**config.mk**
```make
export PLATFORM = sky130hd
export DESIGN_NAME = gfx_port_decoder
export DESIGN_NICKNAME = d
export VERILOG_FILES = /design/src/rtl/gpd_pkg.sv /design/src/rtl/gpd_route.sv /design/src/rtl/gpd_ptr.sv /design/src/rtl/gpd_bank.sv /design/src/rtl/gfx_port_decoder.sv
export SDC_FILE = /design/constraint.sdc
export NUM_CORES = 1
export LEC_CHECK = 0
export BUFFER_PORTS_ARGS = -buffer_cell sky130_fd_sc_hd__buf_2
export CAP_MARGIN = 10
export CORE_UTILIZATION = 43
export CTS_BUF_LIST = sky130_fd_sc_hd__clkbuf_4
export DETAILED_ROUTE_END_ITERATION = 8
export PLACE_DENSITY = 0.76
export SLEW_MARGIN = 20
export SYNTH_ARGS = -nofsm -noshare
export SYNTH_HDL_FRONTEND = slang
export SYNTH_SLANG_ARGS = --single-unit
```
**constraint.sdc**
```tcl
create_clock -name clk -period 1.6 [get_ports clk]
set_clock_uncertainty 0.15 [all_clocks]
set_input_delay 0.32 -clock clk [delete_from_list [all_inputs] [get_ports clk]]
set_output_delay 0.32 -clock clk [all_outputs]
set_load 0.01 [all_outputs]
```
**src/rtl/gpd_pkg.sv**
```systemverilog
`timescale 1ns/1ps
package gpd_pkg;

   // Region codes seen at the block's output
   typedef enum logic [2:0] {
      RGN_NONE    = 3'd0,
      RGN_FLASH_A = 3'd1,
      RGN_FLASH_B = 3'd2,
      RGN_DSR     = 3'd3,
      RGN_CROM    = 3'd4,
      RGN_GRAM    = 3'd5,
      RGN_RAM     = 3'd6
   } region_e;

endpackage

```
**src/rtl/gpd_route.sv**
```systemverilog
`timescale 1ns/1ps
// Combinational port classifier: region, index and bank update.
module gpd_route
   import gpd_pkg::*;
#(
   parameter int PORT_W         = 8,
   parameter int IDX_W          = 3,
   parameter int BANK_W         = 6,
   parameter int B_BASE         = 8,
   parameter int DSR_BASE       = 16,
   parameter int CROM_BASE      = 24,
   parameter int GRAM_BASE      = 32,
   parameter int RAM_BASE       = 48,
   parameter int DUAL_SPAN      = 2,
   parameter int GRAM_BANK_BASE = 16,
   parameter bit LOW_GRAM_ALIAS = 1'b1
) (
   input  logic [PORT_W-1:0] port,
   input  logic              gram_en,
   output region_e           region,
   output logic [IDX_W-1:0]  idx,
   output logic              bank_upd,
   output logic [BANK_W-1:0] bank_val
);

   localparam logic [PORT_W-1:0] P_B     = PORT_W'(B_BASE);
   localparam logic [PORT_W-1:0] P_DSR   = PORT_W'(DSR_BASE);
   localparam logic [PORT_W-1:0] P_CROM  = PORT_W'(CROM_BASE);
   localparam logic [PORT_W-1:0] P_GRAM  = PORT_W'(GRAM_BASE);
   localparam logic [PORT_W-1:0] P_GEND  = PORT_W'(GRAM_BASE + DUAL_SPAN);
   localparam logic [PORT_W-1:0] P_RAM   = PORT_W'(RAM_BASE);
   localparam logic [PORT_W-1:0] P_REND  = PORT_W'(RAM_BASE + DUAL_SPAN);
   localparam logic [PORT_W-1:0] P_ALIAS = PORT_W'(DUAL_SPAN);
   localparam logic [PORT_W-1:0] P_GSHIFT = PORT_W'(GRAM_BASE - GRAM_BANK_BASE);

   logic alias_hit;

   generate
      if (LOW_GRAM_ALIAS) begin : g_alias
         assign alias_hit = gram_en && (port < P_ALIAS);
      end else begin : g_no_alias
         logic unused_gram_en;
         assign unused_gram_en = gram_en;
         assign alias_hit      = 1'b0;
      end
   endgenerate

   always_comb begin
      region   = RGN_NONE;
      idx      = '0;
      bank_upd = 1'b0;
      bank_val = '0;
      if (alias_hit) begin
         region   = RGN_GRAM;
         idx      = IDX_W'(port);
         bank_upd = 1'b1;
         bank_val = BANK_W'(port) + BANK_W'(GRAM_BANK_BASE);
      end else if (port < P_B) begin
         region   = RGN_FLASH_A;
         idx      = IDX_W'(port);
         bank_upd = 1'b1;
         bank_val = BANK_W'(port);
      end else if (port < P_DSR) begin
         region   = RGN_FLASH_B;
         idx      = IDX_W'(port - P_B);
         bank_upd = 1'b1;
         bank_val = BANK_W'(port);
      end else if (port < P_CROM) begin
         region = RGN_DSR;
         idx    = IDX_W'(port - P_DSR);
      end else if (port < P_GRAM) begin
         region = RGN_CROM;
         idx    = IDX_W'(port - P_CROM);
      end else if (port < P_GEND) begin
         region   = RGN_GRAM;
         idx      = IDX_W'(port - P_GRAM);
         bank_upd = 1'b1;
         bank_val = BANK_W'(port - P_GSHIFT);
      end else if ((port >= P_RAM) && (port < P_REND)) begin
         region = RGN_RAM;
         idx    = IDX_W'(port - P_RAM);
      end
   end

endmodule

```
**src/rtl/gpd_ptr.sv**
```systemverilog
`timescale 1ns/1ps
// Auto-incrementing pointer with byte-serial load and readback.
module gpd_ptr #(
   parameter int BYTE_W = 8,
   parameter int PTR_W  = 16
) (
   input  logic              clk,
   input  logic              rst_n,
   input  logic              ptr_wr,
   input  logic              ptr_rd,
   input  logic              data_acc,
   input  logic [BYTE_W-1:0] wdata,
   output logic [PTR_W-1:0]  ptr_q,
   output logic              rvalid,
   output logic [BYTE_W-1:0] rdata
);

   logic wr_lo_q;
   logic rd_lo_q;

   always_ff @(posedge clk or negedge rst_n) begin
      if (!rst_n) begin
         ptr_q   <= '0;
         wr_lo_q <= 1'b0;
         rd_lo_q <= 1'b0;
         rvalid  <= 1'b0;
         rdata   <= '0;
      end else begin
         rvalid <= ptr_rd;
         if (data_acc) begin
            ptr_q   <= ptr_q + PTR_W'(1);
            wr_lo_q <= 1'b0;
            rd_lo_q <= 1'b0;
         end else begin
            if (ptr_wr) begin
               if (wr_lo_q) ptr_q[BYTE_W-1:0]     <= wdata;
               else         ptr_q[PTR_W-1:BYTE_W] <= wdata;
               wr_lo_q <= !wr_lo_q;
            end
            if (ptr_rd) begin
               rdata   <= rd_lo_q ? ptr_q[BYTE_W-1:0] : ptr_q[PTR_W-1:BYTE_W];
               rd_lo_q <= !rd_lo_q;
            end
         end
      end
   end

   AST_PTR_STEP: assert property (@(posedge clk) disable iff (!rst_n)
      data_acc |=> (ptr_q == $past(ptr_q) + PTR_W'(1))) else $error("pointer step");
   AST_PTR_LOW_LOAD: assert property (@(posedge clk) disable iff (!rst_n)
      (ptr_wr && !data_acc && wr_lo_q) |=> (ptr_q[BYTE_W-1:0] == $past(wdata))) else $error("low byte load");
   AST_PTR_HIGH_LOAD: assert property (@(posedge clk) disable iff (!rst_n)
      (ptr_wr && !data_acc && !wr_lo_q) |=> (ptr_q[PTR_W-1:BYTE_W] == $past(wdata))) else $error("high byte load");

endmodule

```
**src/rtl/gpd_bank.sv**
```systemverilog
`timescale 1ns/1ps
// Module bank register and port-change tracking.
module gpd_bank #(
   parameter int PORT_W   = 8,
   parameter int BANK_W   = 6,
   parameter int BANK_TOP = 18
) (
   input  logic              clk,
   input  logic              rst_n,
   input  logic              dacc,
   input  logic              serve,
   input  logic [PORT_W-1:0] port,
   input  logic              bank_upd,
   input  logic [BANK_W-1:0] bank_val,
   output logic [BANK_W-1:0] bank_q,
   output logic              new_port
);

   logic [PORT_W-1:0] last_port_q;

   always_ff @(posedge clk or negedge rst_n) begin
      if (!rst_n) begin
         bank_q      <= '0;
         last_port_q <= '0;
         new_port    <= 1'b0;
      end else begin
         new_port <= dacc && (port != last_port_q);
         if (dacc) last_port_q <= port;
         if (dacc && serve && bank_upd) bank_q <= bank_val;
      end
   end

   AST_BANK_HOLD: assert property (@(posedge clk) disable iff (!rst_n)
      (dacc && !(serve && bank_upd)) |=> (bank_q == $past(bank_q))) else $error("bank moved");
   AST_BANK_LOAD: assert property (@(posedge clk) disable iff (!rst_n)
      (dacc && serve && bank_upd) |=> (bank_q == $past(bank_val))) else $error("bank not loaded");
   AST_BANK_RANGE: assert property (@(posedge clk) disable iff (!rst_n)
      bank_q < BANK_W'(BANK_TOP)) else $error("bank out of range");
   AST_NEW_PORT_SRC: assert property (@(posedge clk) disable iff (!rst_n)
      !dacc |=> !new_port) else $error("spurious new-port");

endmodule

```
**src/rtl/gfx_port_decoder.sv**
```systemverilog
`timescale 1ns/1ps
// Graphics memory window port decoder, top level.
module gfx_port_decoder
   import gpd_pkg::*;
#(
   parameter int ADDR_W         = 10,
   parameter int BYTE_W         = 8,
   parameter int IDX_W          = 3,
   parameter int BANK_W         = 6,
   parameter int B_BASE         = 8,
   parameter int DSR_BASE       = 16,
   parameter int CROM_BASE      = 24,
   parameter int GRAM_BASE      = 32,
   parameter int RAM_BASE       = 48,
   parameter int DUAL_SPAN      = 2,
   parameter int GRAM_BANK_BASE = 16,
   parameter bit LOW_GRAM_ALIAS = 1'b1,
   parameter int LOW_LIMIT      = 'h6000
) (
   input  logic                    clk,
   input  logic                    rst_n,
   input  logic                    acc_valid,
   input  logic                    acc_write,
   input  logic [ADDR_W-1:1]       acc_addr,
   input  logic [BYTE_W-1:0]       acc_wdata,
   input  logic                    card_en,
   input  logic                    gram_en,
   output logic                    out_valid,
   output logic [2:0]              out_region,
   output logic [IDX_W-1:0]        out_port_idx,
   output logic [IDX_W+2*BYTE_W-1:0] out_flat_addr,
   output logic                    out_we,
   output logic                    out_new_port,
   output logic [BANK_W-1:0]       module_bank,
   output logic [2*BYTE_W-1:0]     ptr_value,
   output logic                    ptr_rvalid,
   output logic [BYTE_W-1:0]       ptr_rdata
);

   localparam int PTR_W    = 2 * BYTE_W;
   localparam int PORT_LSB = 2;
   localparam int PORT_W   = ADDR_W - PORT_LSB;
   localparam int FLAT_W   = IDX_W + PTR_W;
   localparam int SLOT     = B_BASE;
   localparam int BANK_TOP = GRAM_BANK_BASE + DUAL_SPAN;
   localparam logic [PTR_W-1:0] LIMIT = PTR_W'(LOW_LIMIT);

   initial begin
      assert ((1 << IDX_W) >= SLOT) else $error("index too narrow for a region");
      assert ((1 << BANK_W) >= BANK_TOP) else $error("bank too narrow");
      assert ((1 << PORT_W) >= RAM_BASE + DUAL_SPAN) else $error("port field too narrow");
      assert (DSR_BASE - B_BASE == SLOT && CROM_BASE - DSR_BASE == SLOT) else $error("uneven slots");
   end

   logic [PORT_W-1:0] port;
   logic              sel_ptr;
   logic              dacc;
   logic              ptr_wr;
   logic              ptr_rd;
   logic              serve;
   region_e           rt_region;
   logic [IDX_W-1:0]  rt_idx;
   logic              rt_bank_upd;
   logic [BANK_W-1:0] rt_bank_val;
   logic [PTR_W-1:0]  ptr_q;

   assign port    = acc_addr[ADDR_W-1:PORT_LSB];
   assign sel_ptr = acc_addr[1];
   assign dacc    = acc_valid && !sel_ptr;
   assign ptr_wr  = acc_valid && sel_ptr && acc_write;
   assign ptr_rd  = acc_valid && sel_ptr && !acc_write;
   assign serve   = card_en || (ptr_q < LIMIT);

   gpd_route #(
      .PORT_W(PORT_W), .IDX_W(IDX_W), .BANK_W(BANK_W),
      .B_BASE(B_BASE), .DSR_BASE(DSR_BASE), .CROM_BASE(CROM_BASE),
      .GRAM_BASE(GRAM_BASE), .RAM_BASE(RAM_BASE), .DUAL_SPAN(DUAL_SPAN),
      .GRAM_BANK_BASE(GRAM_BANK_BASE), .LOW_GRAM_ALIAS(LOW_GRAM_ALIAS)
   ) route_i (
      .port(port), .gram_en(gram_en), .region(rt_region), .idx(rt_idx),
      .bank_upd(rt_bank_upd), .bank_val(rt_bank_val)
   );

   gpd_ptr #(.BYTE_W(BYTE_W), .PTR_W(PTR_W)) ptr_i (
      .clk(clk), .rst_n(rst_n), .ptr_wr(ptr_wr), .ptr_rd(ptr_rd),
      .data_acc(dacc), .wdata(acc_wdata), .ptr_q(ptr_q),
      .rvalid(ptr_rvalid), .rdata(ptr_rdata)
   );

   gpd_bank #(.PORT_W(PORT_W), .BANK_W(BANK_W), .BANK_TOP(BANK_TOP)) bank_i (
      .clk(clk), .rst_n(rst_n), .dacc(dacc), .serve(serve), .port(port),
      .bank_upd(rt_bank_upd), .bank_val(rt_bank_val),
      .bank_q(module_bank), .new_port(out_new_port)
   );

   region_e          region_q;
   logic [IDX_W-1:0] idx_q;
   logic [FLAT_W-1:0] flat_q;
   logic             hit;

   assign hit = serve && (rt_region != RGN_NONE);

   always_ff @(posedge clk or negedge rst_n) begin
      if (!rst_n) begin
         out_valid <= 1'b0;
         out_we    <= 1'b0;
         region_q  <= RGN_NONE;
         idx_q     <= '0;
         flat_q    <= '0;
      end else begin
         out_valid <= dacc;
         if (dacc) begin
            out_we   <= acc_write;
            region_q <= hit ? rt_region : RGN_NONE;
            idx_q    <= hit ? rt_idx : '0;
            flat_q   <= hit ? {rt_idx, ptr_q} : '0;
         end
      end
   end

   assign out_region    = region_q;
   assign out_port_idx  = idx_q;
   assign out_flat_addr = flat_q;
   assign ptr_value     = ptr_q;

   AST_CARD_GATE: assert property (@(posedge clk) disable iff (!rst_n)
      (dacc && !card_en && (ptr_q >= LIMIT)) |=> (region_q == RGN_NONE)) else $error("card gate");
   AST_RESULT_LATENCY: assert property (@(posedge clk) disable iff (!rst_n)
      dacc |=> (out_valid && (out_we == $past(acc_write)))) else $error("result latency");
   AST_PTR_ACCESS_SILENT: assert property (@(posedge clk) disable iff (!rst_n)
      (acc_valid && sel_ptr) |=> !out_valid) else $error("pointer access gave data result");
   AST_FLAT_POINTER: assert property (@(posedge clk) disable iff (!rst_n)
      (dacc && hit) |=> (flat_q[PTR_W-1:0] == $past(ptr_q))) else $error("flat address low part");
   AST_LOW_ALIAS: assert property (@(posedge clk) disable iff (!rst_n)
      (LOW_GRAM_ALIAS && dacc && serve && gram_en && (port < PORT_W'(DUAL_SPAN))) |=> (region_q == RGN_GRAM)) else $error("low alias");

endmodule

```
==> results.py <==
metrics = {
    "run_status": {
        "status": "finished with violations",
        "violations": "negative setup slack",
    },
    "timing": {
        "tns_ps": -497,
        "max_freq_mhz": 594,
        "slew_viol_final": 0,
        "period_minus_slack_ps": 1680,
        "worstMarginPinSlew_ps": 526,
        "post-route-period-util_pct": 105,
        "hold_violations": 0,
        "relSlewSlack_pct": 64.9,
        "rsz0062_at_grt": "yes",
        "fin_ws_ps": -82.9,
        "setup_violations": 11,
    },
    "pwr": {
        "p_per_area_mw_per_mm2": 1060,
        "leakage_uw": 0.00244,
        "peakVddDrop_v": 0.000422,
        "power_uw": 5240,
    },
    "setup_path": {
        "critPathMaxStageDelay_ps": 410,
        "r2r_slack_ps": -80,
        "path_cells": "buf_6 > nand3_4 > buf_6 > nor4_4 > a21oi_1 > a2bb2oi_1",
        "timing.rr.start": "ptr_i.ptr_q[3]",
        "cp.arrival_ps": 1850,
        "r2r_end": "ptr_i.ptr_q[7]",
        "worst_setup_path_end_kind": "flip-flop",
        "worstRegToRegCells": 6,
        "cp_slowest_cell": "dfrtp_1",
        "startpoint_type": "flip-flop",
        "cpMostUsedCell": "buf_6",
        "critPathKind": "flip-flop to flip-flop",
        "required_ps": 1760,
        "cp_max_fo": 4,
    },
    "grt": {
        "grtUsageTotal_pct": 24.8,
        "grtUsageMet1_pct": 31.6,
        "grt_pass1_vias": 3067,
        "gr-usage-met3_pct": 5.47,
        "grt_max_degree": 29,
        "grt_pass1_wl_um": 15800,
        "grt_use_met2_pct": 40.0,
        "top_usage_layer": "met2",
        "antenna_found_initial": 0,
        "grt-ovfl-total": 0,
    },
    "yosys": {
        "netlist_top_cells_area": "dfrtp_1 (49%), nand2_1 (5.5%), a22o_1 (4.7%), o21ai_0 (3.1%), a21oi_1 (2.5%)",
        "synthArstFlopShare_pct": 100,
        "netlist_area_mm2": 0.00335,
        "syn_nets": 353,
        "syn_avg_cell_area_um2": 10.3,
        "ys_ff_latch": 66,
        "yosys_warnings": 0,
        "synth_top_area_share_pct": 49.3,
        "ys_types": 62,
        "synth_largest_area_cell": "dfrtp_1",
        "synth_enable_flop_cells": 0,
        "synth_ff_type": "dfrtp_1",
        "seq_area_frac_synth_pct": 49.3,
        "synthCells": 324,
    },
    "die": {
        "initial_utilization_pct": 45.3,
        "die_w_um": 90.3,
        "die_y_um": 90.3,
        "ios": 82,
        "die_area_mm2": 0.00815,
        "rows": 31,
        "coreArea_mm2": 0.00741,
    },
    "clocking": {
        "clk_latency_ps": 430,
        "cts_tree": "built",
        "htreeDepth": 3,
        "cts_root_buffer": "clkbuf_4",
        "cts_num_sinks": 66,
        "clk_pin_slew_ps": 120,
        "clock_path_buffers": 2,
        "cts_made_buffers": 9,
    },
    "detailed_routing": {
        "firstDrtPassIters": 5,
        "dr_total_vias": 3327,
        "drc_errors": 0,
        "drt_iter0_drc": 363,
        "drt_wl_total_um": 10400,
        "postRouteAntennaNets": 0,
        "vias_per_cell": 5.57,
        "wl_per_cell_um": 17.5,
    },
    "worst_hold_path": {
        "holdCritStartpoint": "acc_valid",
        "hp-class": "primary input to flip-flop",
        "hold_path_depth": 2,
        "holdPathEnd": "ptr_i.wr_lo_q",
    },
    "place": {
        "place_inst": 553,
        "dpl.hpwl_um": 6900,
        "gp_congestion": 0.930,
        "pre_cts_slack_ps": -287,
        "portBuffers": 81,
    },
    "finish": {
        "area_delta_synth_final_pct": 47.2,
        "finalNonFillerCells": 597,
        "diodes": 0,
        "drive_gt1_share_pct": 47.0,
        "finalNetCount": 522,
    },
    "run": {
        "drv_cap": 0,
    },
}
sequential cells by signal, indices dropped and copies added, names as in the netlist, 3 cells and up:
name                cells
ptr_i.rdata             8
bank_i.bank_q           6
out_port_idx            3
out_flat_addr          16
ptr_i.ptr_q            16
bank_i.last_port_q      8
out_region              3
critical path: cells and delay by family (launching register included):
| family | cells | cell delay [ps] |
|---|---|---|
| simple gates | 2 | 490 |
| flops | 1 | 410 |
| compound gates | 2 | 270 |
| buf+inv | 2 | 260 |
worst max-delay path by stage:
stage              startpoint  cells after the start  slack, ps                to
2_1_floorplan     acc_addr[7]                      8       -210  bank_i.bank_q[4]
3_3_place_gp      acc_addr[6]                      7       -200  bank_i.bank_q[4]
3_5_place_dp      acc_addr[6]                      7       -290  bank_i.bank_q[0]
4_1_cts        ptr_i.ptr_q[0]                      2        -20      ptr_value[0]
5_1_grt        ptr_i.ptr_q[0]                      6       -140   ptr_i.ptr_q[10]
6_report       ptr_i.ptr_q[3]                      6        -80    ptr_i.ptr_q[7]
per-layer routing:
layer  up-vias  part of all wire [%]  routed length, um
met5         -                     0                  0
met4         0                   4.2                442
met3        40                   7.8                812
met2       185                    48               5000
met1      1590                    40               4200
li1       1512                     -                  -
cell usage in the layout, fill, tap and decap left out, types with 6 or more instances in the layout:
master    Yosys  routed
o21ai_0      21      21
buf_6         2      29
nor2_1       14      13
nand2_1      49      47
clkbuf_4      0       9
xor2_1        8       8
a22o_1       18      18
buf_4         5      77
mux2i_1       8       8
dfrtp_1      66      62
buf_2         9      68
inv_1         8       6
a21oi_1      17      16
cells in the mapped netlist, types with 3 or more instances:
cell type and n:
o21ai_1 4, nand2b_1 4, nor2_1 14, xor2_1 8
mux2_1 4, inv_1 8, a22o_1 18, buf_2 9
a311oi_1 5, a31oi_1 4, a211oi_1 3, o21ai_0 21
and4_1 3, ha_1 6, dfrtp_1 66, clkbuf_1 6
mux2i_1 8, a21oi_1 17, nand2_1 49, nor3_1 4
nand3_1 5, buf_4 5, o31ai_1 4
what timing repair did:
action | in CTS | in global routing
hold buffers | 2 | 1
hold endpoints to repair | 61 | 1
cloned | 0 | 2
endpoints found under the setup margin | 23 | 49
resized for setup | 23 | 27
pin swaps | 2 | 11
setup buffers | 14 | 12
through the flow:
step	instance area [um2]	hold slack (ps)	utilization, %
4_1_cts	4700	7.79	63.5
2_1_floorplan	3410	-126	-
6_report	4940	13.3	66.6
3_5_place_dp	4340	117	58.6
3_3_place_gp	4340	114	58.6
5_1_grt	4940	12.6	66.6
power breakdown:
group	leakage, uW	internal (uW)	switching (uW)
Clock	0.0000757	473	667
Combinational	0.00154	990	958
Sequential	0.000826	1940	221
Total	0.00244	3400	1850
area by class of cell:
class / instances / area, um2
Clock buffer: 9 / 67.6
Timing Repair Buffer: 179 / 1320
Inverter: 9 / 47.5
Sequential cell: 66 / 1660
Clock inverter: 7 / 70.1
Multi-Input combinational cell: 228 / 1660
Fill cell: 542 / 2470
Tap cell: 99 / 124
kinds of logic (layout without fill, tap and decap cells):
family,after synthesis,count (layout),synth area share (%)
buffers and inverters,32,204,5.34
xor gates and xnor gates,9,9,2.35
DFF,66,66,49.3
and+or+nand+nor,100,102,15.9
AOI/OAI and AO/OA,97,97,20.5
adders and majority gates,6,6,2.24
muxes,14,14,4.40
Power figures use the tool's default switching activity.
